$ cat config.mk
export PLATFORM = sky130hd
export DESIGN_NAME = serial_steer_adder
export DESIGN_NICKNAME = d
export VERILOG_FILES = /design/src/rtl/ssa_pkg.sv /design/src/rtl/ssa_beat_ctrl.sv /design/src/rtl/ssa_sel.sv /design/src/rtl/ssa_serial_add.sv /design/src/rtl/ssa_lane.sv /design/src/rtl/serial_steer_adder.sv
export SDC_FILE = /design/constraint.sdc
export NUM_CORES = 1
export LEC_CHECK = 0
export BUFFER_PORTS_ARGS = -buffer_cell sky130_fd_sc_hd__buf_4
export CAP_MARGIN = 40
export CORE_MARGIN = 2
export CORE_UTILIZATION = 35
export CTS_BUF_LIST = sky130_fd_sc_hd__clkbuf_16
export CTS_CLUSTER_SIZE = 20
export DETAILED_ROUTE_END_ITERATION = 8
export PLACE_DENSITY = 0.58
export RECOVER_POWER = 100
export SKIP_LAST_GASP = 1
export SLEW_MARGIN = 15
export SYNTH_ARGS = -nofsm -noshare
export SYNTH_HDL_FRONTEND = slang
export SYNTH_SLANG_ARGS = --single-unit
export TNS_END_PERCENT = 1
$ cat constraint.sdc
create_clock -name clk -period 10.03 [get_ports clk]
set_clock_uncertainty 0.1 [all_clocks]
set_input_delay 1.003 -clock clk [delete_from_list [all_inputs] [get_ports clk]]
set_output_delay 1.003 -clock clk [all_outputs]
set_load 0.02 [all_outputs]
$ cat src/rtl/ssa_pkg.sv
package ssa_pkg;

  // number of operands summed per output lane
  localparam int OPS_PER_LANE = 3;

  // per-lane control flags that follow the three selects in a lane command
  typedef struct packed {
    logic neg_c;
    logic use_c;
    logic neg_b;
    logic use_b;
  } lane_flags_t;

  localparam int FLAG_W = $bits(lane_flags_t);

  function automatic logic maj3(input logic a, input logic b, input logic c);
    return (a & b) | (a & c) | (b & c);
  endfunction

endpackage

$ cat src/rtl/ssa_beat_ctrl.sv
module ssa_beat_ctrl #(
  parameter int WORD_W = 20,
  parameter int CMD_W  = 48
) (
  input  logic             clk,
  input  logic             rst_n,
  input  logic             adv,
  input  logic [CMD_W-1:0] cmd_in,
  output logic             first,
  output logic             last,
  output logic [CMD_W-1:0] cmd_eff
);

  localparam int CNT_W = (WORD_W > 1) ? $clog2(WORD_W) : 1;
  localparam logic [CNT_W-1:0] LAST_POS = CNT_W'(WORD_W - 1);

  logic [CNT_W-1:0] cnt_q;
  logic [CMD_W-1:0] cmd_q;

  assign first   = (cnt_q == '0);
  assign last    = (cnt_q == LAST_POS);
  // bit-0 beat uses the live command; later beats use the captured one
  assign cmd_eff = first ? cmd_in : cmd_q;

  always_ff @(posedge clk or negedge rst_n) begin
    if (!rst_n) begin
      cnt_q <= '0;
    end else if (adv) begin
      if (last) cnt_q <= '0;
      else      cnt_q <= cnt_q + 1'b1;
    end
  end

  always_ff @(posedge clk or negedge rst_n) begin
    if (!rst_n) begin
      cmd_q <= '0;
    end else if (adv && first) begin
      cmd_q <= cmd_in;
    end
  end

  AST_CNT_HOLD: assert property (@(posedge clk) disable iff (!rst_n)
    !adv |=> $stable(cnt_q));

  AST_CMD_FROZEN: assert property (@(posedge clk) disable iff (!rst_n)
    !(adv && first) |=> $stable(cmd_q));

  AST_WRAP_TO_FIRST: assert property (@(posedge clk) disable iff (!rst_n)
    (adv && last) |=> first);

  generate
    if (WORD_W > 1) begin : g_excl
      always_comb begin
        if (rst_n) begin
          AST_FIRST_NOT_LAST: assert (!(first && last));
        end
      end
    end
  endgenerate

endmodule

$ cat src/rtl/ssa_sel.sv
module ssa_sel #(
  parameter int N_IN  = 13,
  parameter int SEL_W = 4
) (
  input  logic [N_IN-1:0]  bits,
  input  logic [SEL_W-1:0] sel,
  output logic             y
);

  logic [N_IN-1:0] hit;

  generate
    for (genvar i = 0; i < N_IN; i++) begin : g_hit
      assign hit[i] = bits[i] & (sel == SEL_W'(i));
    end
  endgenerate

  // codes at or above N_IN match nothing and give a zero operand
  assign y = |hit;

endmodule

$ cat src/rtl/ssa_serial_add.sv
module ssa_serial_add (
  input  logic clk,
  input  logic rst_n,
  input  logic adv,
  input  logic first,
  input  logic x,
  input  logic y_raw,
  input  logic use_y,
  input  logic neg_y,
  output logic s,
  output logic y_eff,
  output logic co
);

  import ssa_pkg::*;

  logic carry_q;
  logic cin;

  assign y_eff = use_y & (y_raw ^ neg_y);
  // the carry-in at bit 0 is 1 only when the operand is negated
  assign cin   = first ? (use_y & neg_y) : carry_q;
  assign s     = x ^ y_eff ^ cin;
  assign co    = maj3(x, y_eff, cin);

  always_ff @(posedge clk or negedge rst_n) begin
    if (!rst_n)   carry_q <= 1'b0;
    else if (adv) carry_q <= co;
  end

  AST_CARRY_IDLE: assert property (@(posedge clk) disable iff (!rst_n)
    (adv && first && !use_y) |=> (carry_q == 1'b0));

  AST_CARRY_STALL: assert property (@(posedge clk) disable iff (!rst_n)
    !adv |=> $stable(carry_q));

endmodule

$ cat src/rtl/ssa_lane.sv
module ssa_lane #(
  parameter int N_IN  = 13,
  parameter int SEL_W = 4
) (
  input  logic                                   clk,
  input  logic                                   rst_n,
  input  logic                                   adv,
  input  logic                                   first,
  input  logic                                   last,
  input  logic [N_IN-1:0]                        bits,
  input  logic [ssa_pkg::OPS_PER_LANE*SEL_W+ssa_pkg::FLAG_W-1:0] ctl,
  output logic                                   out_bit,
  output logic                                   ovf
);

  import ssa_pkg::*;

  lane_flags_t            flags;
  logic [OPS_PER_LANE-1:0] op;

  assign flags = lane_flags_t'(ctl[OPS_PER_LANE*SEL_W +: FLAG_W]);

  generate
    for (genvar g = 0; g < OPS_PER_LANE; g++) begin : g_op
      ssa_sel #(.N_IN(N_IN), .SEL_W(SEL_W)) sel_i (
        .bits (bits),
        .sel  (ctl[g*SEL_W +: SEL_W]),
        .y    (op[g])
      );
    end
  endgenerate

  logic s1, yb, co1;
  logic s2, yc, co2;

  ssa_serial_add add_ab_i (
    .clk   (clk),
    .rst_n (rst_n),
    .adv   (adv),
    .first (first),
    .x     (op[0]),
    .y_raw (op[1]),
    .use_y (flags.use_b),
    .neg_y (flags.neg_b),
    .s     (s1),
    .y_eff (yb),
    .co    (co1)
  );

  ssa_serial_add add_c_i (
    .clk   (clk),
    .rst_n (rst_n),
    .adv   (adv),
    .first (first),
    .x     (s1),
    .y_raw (op[2]),
    .use_y (flags.use_c),
    .neg_y (flags.neg_c),
    .s     (s2),
    .y_eff (yc),
    .co    (co2)
  );

  assign out_bit = s2;

  // At the sign beat, extend both stages by two bits so the exact sum can be
  // compared against what fits in the word.
  logic s1_x1, s2_x1, c_x2, s2_x2, ovf_now, ovf_q;

  always_comb begin
    s1_x1   = op[0] ^ yb ^ co1;
    s2_x1   = s1_x1 ^ yc ^ co2;
    c_x2    = maj3(s1_x1, yc, co2);
    s2_x2   = s1_x1 ^ yc ^ c_x2;
    ovf_now = (s2_x2 != s2_x1) || (s2_x1 != s2);
  end

  always_ff @(posedge clk or negedge rst_n) begin
    if (!rst_n)            ovf_q <= 1'b0;
    else if (adv && last)  ovf_q <= ovf_now;
  end

  assign ovf = ovf_q;

  AST_OVF_HOLD: assert property (@(posedge clk) disable iff (!rst_n)
    !(adv && last) |=> $stable(ovf_q));

  AST_PLAIN_NO_OVF: assert property (@(posedge clk) disable iff (!rst_n)
    (adv && last && !flags.use_b && !flags.use_c) |=> !ovf_q);

endmodule

$ cat src/rtl/serial_steer_adder.sv
module serial_steer_adder #(
  parameter int N_IN   = 13,
  parameter int N_OUT  = 3,
  parameter int WORD_W = 20,
  localparam int SEL_W  = (N_IN > 1) ? $clog2(N_IN + 1) : 1,
  localparam int LANE_W = ssa_pkg::OPS_PER_LANE*SEL_W + ssa_pkg::FLAG_W,
  localparam int CMD_W  = N_OUT*LANE_W
) (
  input  logic              clk,
  input  logic              rst_n,
  input  logic              in_valid,
  output logic              in_ready,
  input  logic [N_IN-1:0]   in_bits,
  input  logic [CMD_W-1:0]  cmd,
  output logic              out_valid,
  input  logic              out_ready,
  output logic [N_OUT-1:0]  out_bits,
  output logic              out_first,
  output logic              out_last,
  output logic [N_OUT-1:0]  ovf
);

  logic             adv;
  logic             first, last;
  logic [CMD_W-1:0] cmd_eff;

  // lanes move in lockstep with no storage on the path
  assign adv       = in_valid && out_ready;
  assign out_valid = in_valid;
  assign in_ready  = out_ready;
  assign out_first = first;
  assign out_last  = last;

  ssa_beat_ctrl #(.WORD_W(WORD_W), .CMD_W(CMD_W)) ctrl_i (
    .clk     (clk),
    .rst_n   (rst_n),
    .adv     (adv),
    .cmd_in  (cmd),
    .first   (first),
    .last    (last),
    .cmd_eff (cmd_eff)
  );

  generate
    for (genvar j = 0; j < N_OUT; j++) begin : g_lane
      ssa_lane #(.N_IN(N_IN), .SEL_W(SEL_W)) lane_i (
        .clk     (clk),
        .rst_n   (rst_n),
        .adv     (adv),
        .first   (first),
        .last    (last),
        .bits    (in_bits),
        .ctl     (cmd_eff[j*LANE_W +: LANE_W]),
        .out_bit (out_bits[j]),
        .ovf     (ovf[j])
      );
    end
  endgenerate

  AST_MARKS_STALL: assert property (@(posedge clk) disable iff (!rst_n)
    !(in_valid && out_ready) |=> ($stable(out_first) && $stable(out_last)));

  AST_OVF_QUIET_MIDWORD: assert property (@(posedge clk) disable iff (!rst_n)
    !(in_valid && out_ready && out_last) |=> $stable(ovf));

endmodule

After elaboration in Yosys (flattened, before gate mapping)
Index checks and enable logic that the tools add are counted.

cells by class
  add/sub/neg operators = 1
  $mul = 0
  divide/modulo/power cells = 0
  magnitude comparators = 0
  equality and inequality tests = 115
  shifts and indexed selects = 0
  muxes and demuxes = 8
  bitwise operators = 204
  reduce and logical (&&, ||, !) cells = 25

operator list
  cell                 count
  $eq 4x4->1 const B   45
  $and 1x1->1          156
  $eq 4x3->1 const B   36
  $reduce_or 13->1     9
  $eq 4x2->1 const B   18
  $mux 48              1
  $eq 4x1->1 const B   9
  $logic_not 4->1      9
  $xor 1x1->1          30
  $or 1x1->1           18
  $mux 1               6
  $ne 1x1->1           6
  $add 5x1->5 const B  1
  $eq 5x5->1 const B   1
  $logic_not 5->1      1
  $mux 5               1
  $logic_and 1x1->1    3
  $logic_or 1x1->1     3

word-level totals
  bits in registers = 62
  bits in latches = 0
  RAM bits = 0
  memory bits (read-only) = 0
  logic and storage cells = 364
  memories = 0

Depth between registers and ports, before layout
  depth in word-level cells = 18
  mapped depth = 23
  depth with buffers taken out = 17

Hierarchy
Synthesis repeated with hierarchy kept, for this count alone.

second synthesis, totals
  cell total of the unflattened synthesis = 351
  area total of the unflattened synthesis = 4606.9 µm²

modules (own cells, without submodules)
  module                           instances  cells an instance  area each (µm²)  sequential area each (µm²)
  ssa_beat_ctrl                    1          184                2631.3           1326.3
  ssa_sel                          9          7                  116.4            0.0
  ssa_serial_add                   6          12                 96.3             25.0
  ssa_lane (g_lane[1].lane_i ...)  2          9                  100.1            25.0
  ssa_lane (g_lane[0].lane_i)      1          11                 128.9            25.0
  serial_steer_adder               1          3                  21.3             0.0

Worst setup path after synthesis
No wires, ideal clock.

  kind = reg2out
  from = reg ctrl_i.cnt_q[0]
  to = out out_bits[0]
  data arrival time = 4.732 ns
  path slack = 4.195 ns
  cell stages (with the launch flop) = 16
  cells stage by stage = dfrtp_1 inv_1 ha_1 or4b_1 buf_4 inv_6 buf_12 mux2i_1 mux2_2 a21bo_2 a211o_1 a2111oi_0 fa_1 fa_1 inv_1 buf_4

on the way
  word-level cells in the longest chain between the ends = 11

ends and longest elaborated chain
  element                             line                      RTL
  start: declaration                  ssa_beat_ctrl.sv:17       logic [CNT_W-1:0] cnt_q;
  start signal: assignment            ssa_beat_ctrl.sv:30       else cnt_q <= cnt_q + 1'b1;
  $logic_not 5->1 *                   ssa_beat_ctrl.sv:20       assign first = (cnt_q == '0);
  $mux 48                             ssa_beat_ctrl.sv:23       assign cmd_eff = first ? cmd_in : cmd_q;
  $eq 4x1->1 (tied with other cells)  ssa_sel.sv:14             assign hit[i] = bits[i] & (sel == SEL_W'(i));
  $and 1x1->1                         ssa_sel.sv:14
  $reduce_or 13->1                    ssa_sel.sv:19             assign y = |hit;
  $xor 1x1->1                         ssa_serial_add.sv:20      assign y_eff = use_y & (y_raw ^ neg_y);
  $and 1x1->1                         ssa_serial_add.sv:20
  $xor 1x1->1 (3 in a row)            ssa_serial_add.sv:23      assign s = x ^ y_eff ^ cin;
  $xor 1x1->1 *                       ssa_serial_add.sv:23
  end: declaration                    serial_steer_adder.sv:17  output logic [N_OUT-1:0] out_bits,

Mark *: on every way between the ends. The rest lies on a longest branch, timed or not.

Worst setup path in the final report
Same ends and word-level chain as after synthesis.

==> reports/metrics.yaml <==
synth:
  yosysUniqueCellTypes: 51
  synth.net_count: 526
  netlist_instances: 447
  synth-edff-count: 0
  synth_ff_type: "dfrtp_1"
  ys_seq_area_frac: 0.325
  synth_commonest_cells: "mux2_2 (72), dfrtp_1 (62), mux2i_1 (60)"
  async_flop_share: 1.00
  synthTopCellsByArea: "dfrtp_1 (32%), mux2_2 (17%), mux2i_1 (13%), fa_1 (5.0%), mux4_2 (4.7%)"
  synth_area_um2: 4780
  synth.top_cell.area_share: 0.325
  synth_most_common_cell: "mux2_2"
  synth_top_area_cell: "dfrtp_1"
  avgSynthCellArea_um2: 10.7
  synth_seq_cells: 62
  yosysWarnings: 0
die:
  rows: 42
  start_util: 0.359
  dieWidth_um: 121
  coreArea_um2: 13300
  io_pins: 75
  dieArea_um2: 14600
  die_h_um: 121
clock_tree:
  cts_resized: 0
  cts_tree: "done"
  htree_levels: 3
  clk_latency_ns: 0.34
  hold_buffers: 0
  path_clk_slew_ns: 0.05
  cts_root_buffer: "clkbuf_16"
  cts_setup_buffers: 0
  cts_buffers: 9
  cts_buffer_depth: 2
  clock_sinks: 62
timing:
  finalSetupViolCount: 0
  worstMarginPinSlew_ns: 3.28
  post-route-period-util: 0.799
  setup_tns_ns: 0
  rsz0062_at_grt: "false"
  fmax_mhz: 125
  finalHoldViolations: 0
  max_slew_margin: -1.18
  drv_slew: 145
  layout_min_cycle_time_ns: 8.01
cells_and_area:
  syn2layout_area_growth_pct: 18.5
  post-route-util: 0.426
  drive_above_1_share: 0.321
  final_cell_area_um2: 5660
  n_antenna_cell: 0
  nNetsFinal: 585
run_status:
  violations: "capacitance limit, slew limit"
  outcome: "complete, but fails checks"
route:
  drt_iter0_markers: 179
  via_count: 3719
  drcViolationCount: 0
  antenna_left: 0
  wire_per_inst_um: 17.2
  via_per_inst: 5.41
  routed_wl_um: 11800
  dr.pass1.iters: 4
grt:
  track_usage: 0.172
  grt_pass1_vias: 3718
  grt_pass1_wl_um: 19400
  gr-total-overflow: 0
  grt_start_max_net_pins: 63
  antenna_found_initial: 0
setup_path:
  rr_worst_depth: 17
  cp_max_fo: 56
  critPathLaunchType: "register"
  cp.arrival_ns: 6.91
  worstPathRequired_ns: 8.93
  end_kind: "output pin"
  worstSetupPathType: "reg -> out"
power_and_ir_drop:
  worst_ir_drop_vdd_mv: 0.293
  leakagePower_nw: 2.50
  powerDensity_nw_per_um2: 335
place:
  placed_area_um2: 5390
  hpwl_um: 8480
  numPortBuffers: 74
  place_congestion: 0.758
worst_hold_path:
  min-delay-path-class: "in -> async"
flow_run:
  drv_cap: 4
==> critical path: stages (launching register included) <==
cell       delay (ns)
dfrtp_1          0.41
inv_1            0.07
ha_1             0.18
or4b_1           0.15
clkbuf_1         1.44
inv_6            0.59
mux2i_1          0.72
mux2_2           0.41
a21bo_2          0.22
a211o_1          0.25
a2111oi_0        0.66
buf_1            0.19
fa_1             0.44
fa_1             0.50
inv_1            0.07
clkbuf_1         0.22
==> stage by stage <==
step	hold WS [ns]	power, mW	setup slack, ns	cells
after floorplan	0.350	1.37	4.19	447
after global placement	0.366	1.56	3.47	669
after detailed placement	0.371	1.59	3.54	670
after CTS	0.384	1.96	3.13	686
after global routing	0.380	2.08	1.52	687
final	0.377	1.90	2.02	687
==> report_power, final <==
group / internal, mW / switching, mW
clock: 0.239 / 0.112
combinational: 0.520 / 0.579
sequential: 0.368 / 0.0781
total: 1.13 / 0.769
==> cell families (layout without fill, tap and decap cells) <==
group	count (synthesis)	count (layout)	synth area share
buffers and inverters	43	107	0.0508
AND/OR/NAND/NOR	108	108	0.108
AO/OA/AOI/OAI	72	72	0.107
multiplexers	143	143	0.345
flip-flops	62	62	0.325
adder cells (fa/ha/maj)	14	14	0.0555
XOR/XNOR	5	5	0.00916
==> placed cells by master (no fill, tap or decap), types with 14 or more instances in the layout <==
master,netlist,layout
mux2_2,72,72
buf_4,10,63
dfrtp_1,62,62
mux2i_1,60,60
nand2_1,43,43
o21ai_0,17,17
nor2_1,17,17
a21oi_1,15,15
nor3_1,15,15
inv_1,12,14
clkbuf_1,9,14
==> metal layers <==
| layer | up-vias | wire, um | GRT usage |
|---|---|---|---|
| met2 | 91 | 5370 | 0.265 |
| li1 | 1762 | - | - |
| met1 | 1851 | 5640 | 0.235 |
| met4 | 0 | 173 | 0.0531 |
| met5 | - | 0 | 0 |
| met3 | 15 | 634 | 0.0456 |
==> area by class of cell <==
| type | count | area (um^2) |
|---|---|---|
| Sequential cell | 62 | 1550 |
| Fill cell | 1313 | 7630 |
| Clock buffer | 9 | 225 |
| Inverter | 13 | 53.8 |
| Multi-Input combinational cell | 342 | 2980 |
| Tap cell | 176 | 220 |
| Clock inverter | 7 | 105 |
| Timing Repair Buffer | 78 | 529 |
==> final timing paths <==
check,slack [ns],end,startpoint
max in group asynchronous,6.08,ctrl_i.cmd_q[41]$_DFFE_PN0P_,rst_n
worst min-delay path,0.38,g_lane[0].lane_i.ovf$_DFFE_PN0P_,rst_n
worst min register to register,0.38,g_lane[0].lane_i.add_c_i.carry_q$_DFFE_PN0P_,g_lane[0].lane_i.add_c_i.carry_q$_DFFE_PN0P_
worst max register to register,2.72,g_lane[0].lane_i.ovf$_DFFE_PN0P_,ctrl_i.cnt_q[0]$_DFFE_PN0P_
min in group clk,0.38,g_lane[0].lane_i.add_c_i.carry_q$_DFFE_PN0P_,g_lane[0].lane_i.add_c_i.carry_q$_DFFE_PN0P_
worst max-delay path,2.02,out_bits[0],ctrl_i.cnt_q[0]$_DFFE_PN0P_
==> flip-flops by register name, indices dropped and copies added, names as in the netlist <==
signal	flops
ctrl_i.cmd_q	48
ctrl_i.cnt_q	5
g_lane.lane_i.add_ab_i.carry_q	3
g_lane.lane_i.add_c_i.carry_q	3
g_lane.lane_i.ovf	3
Power figures use the tool's default switching activity.
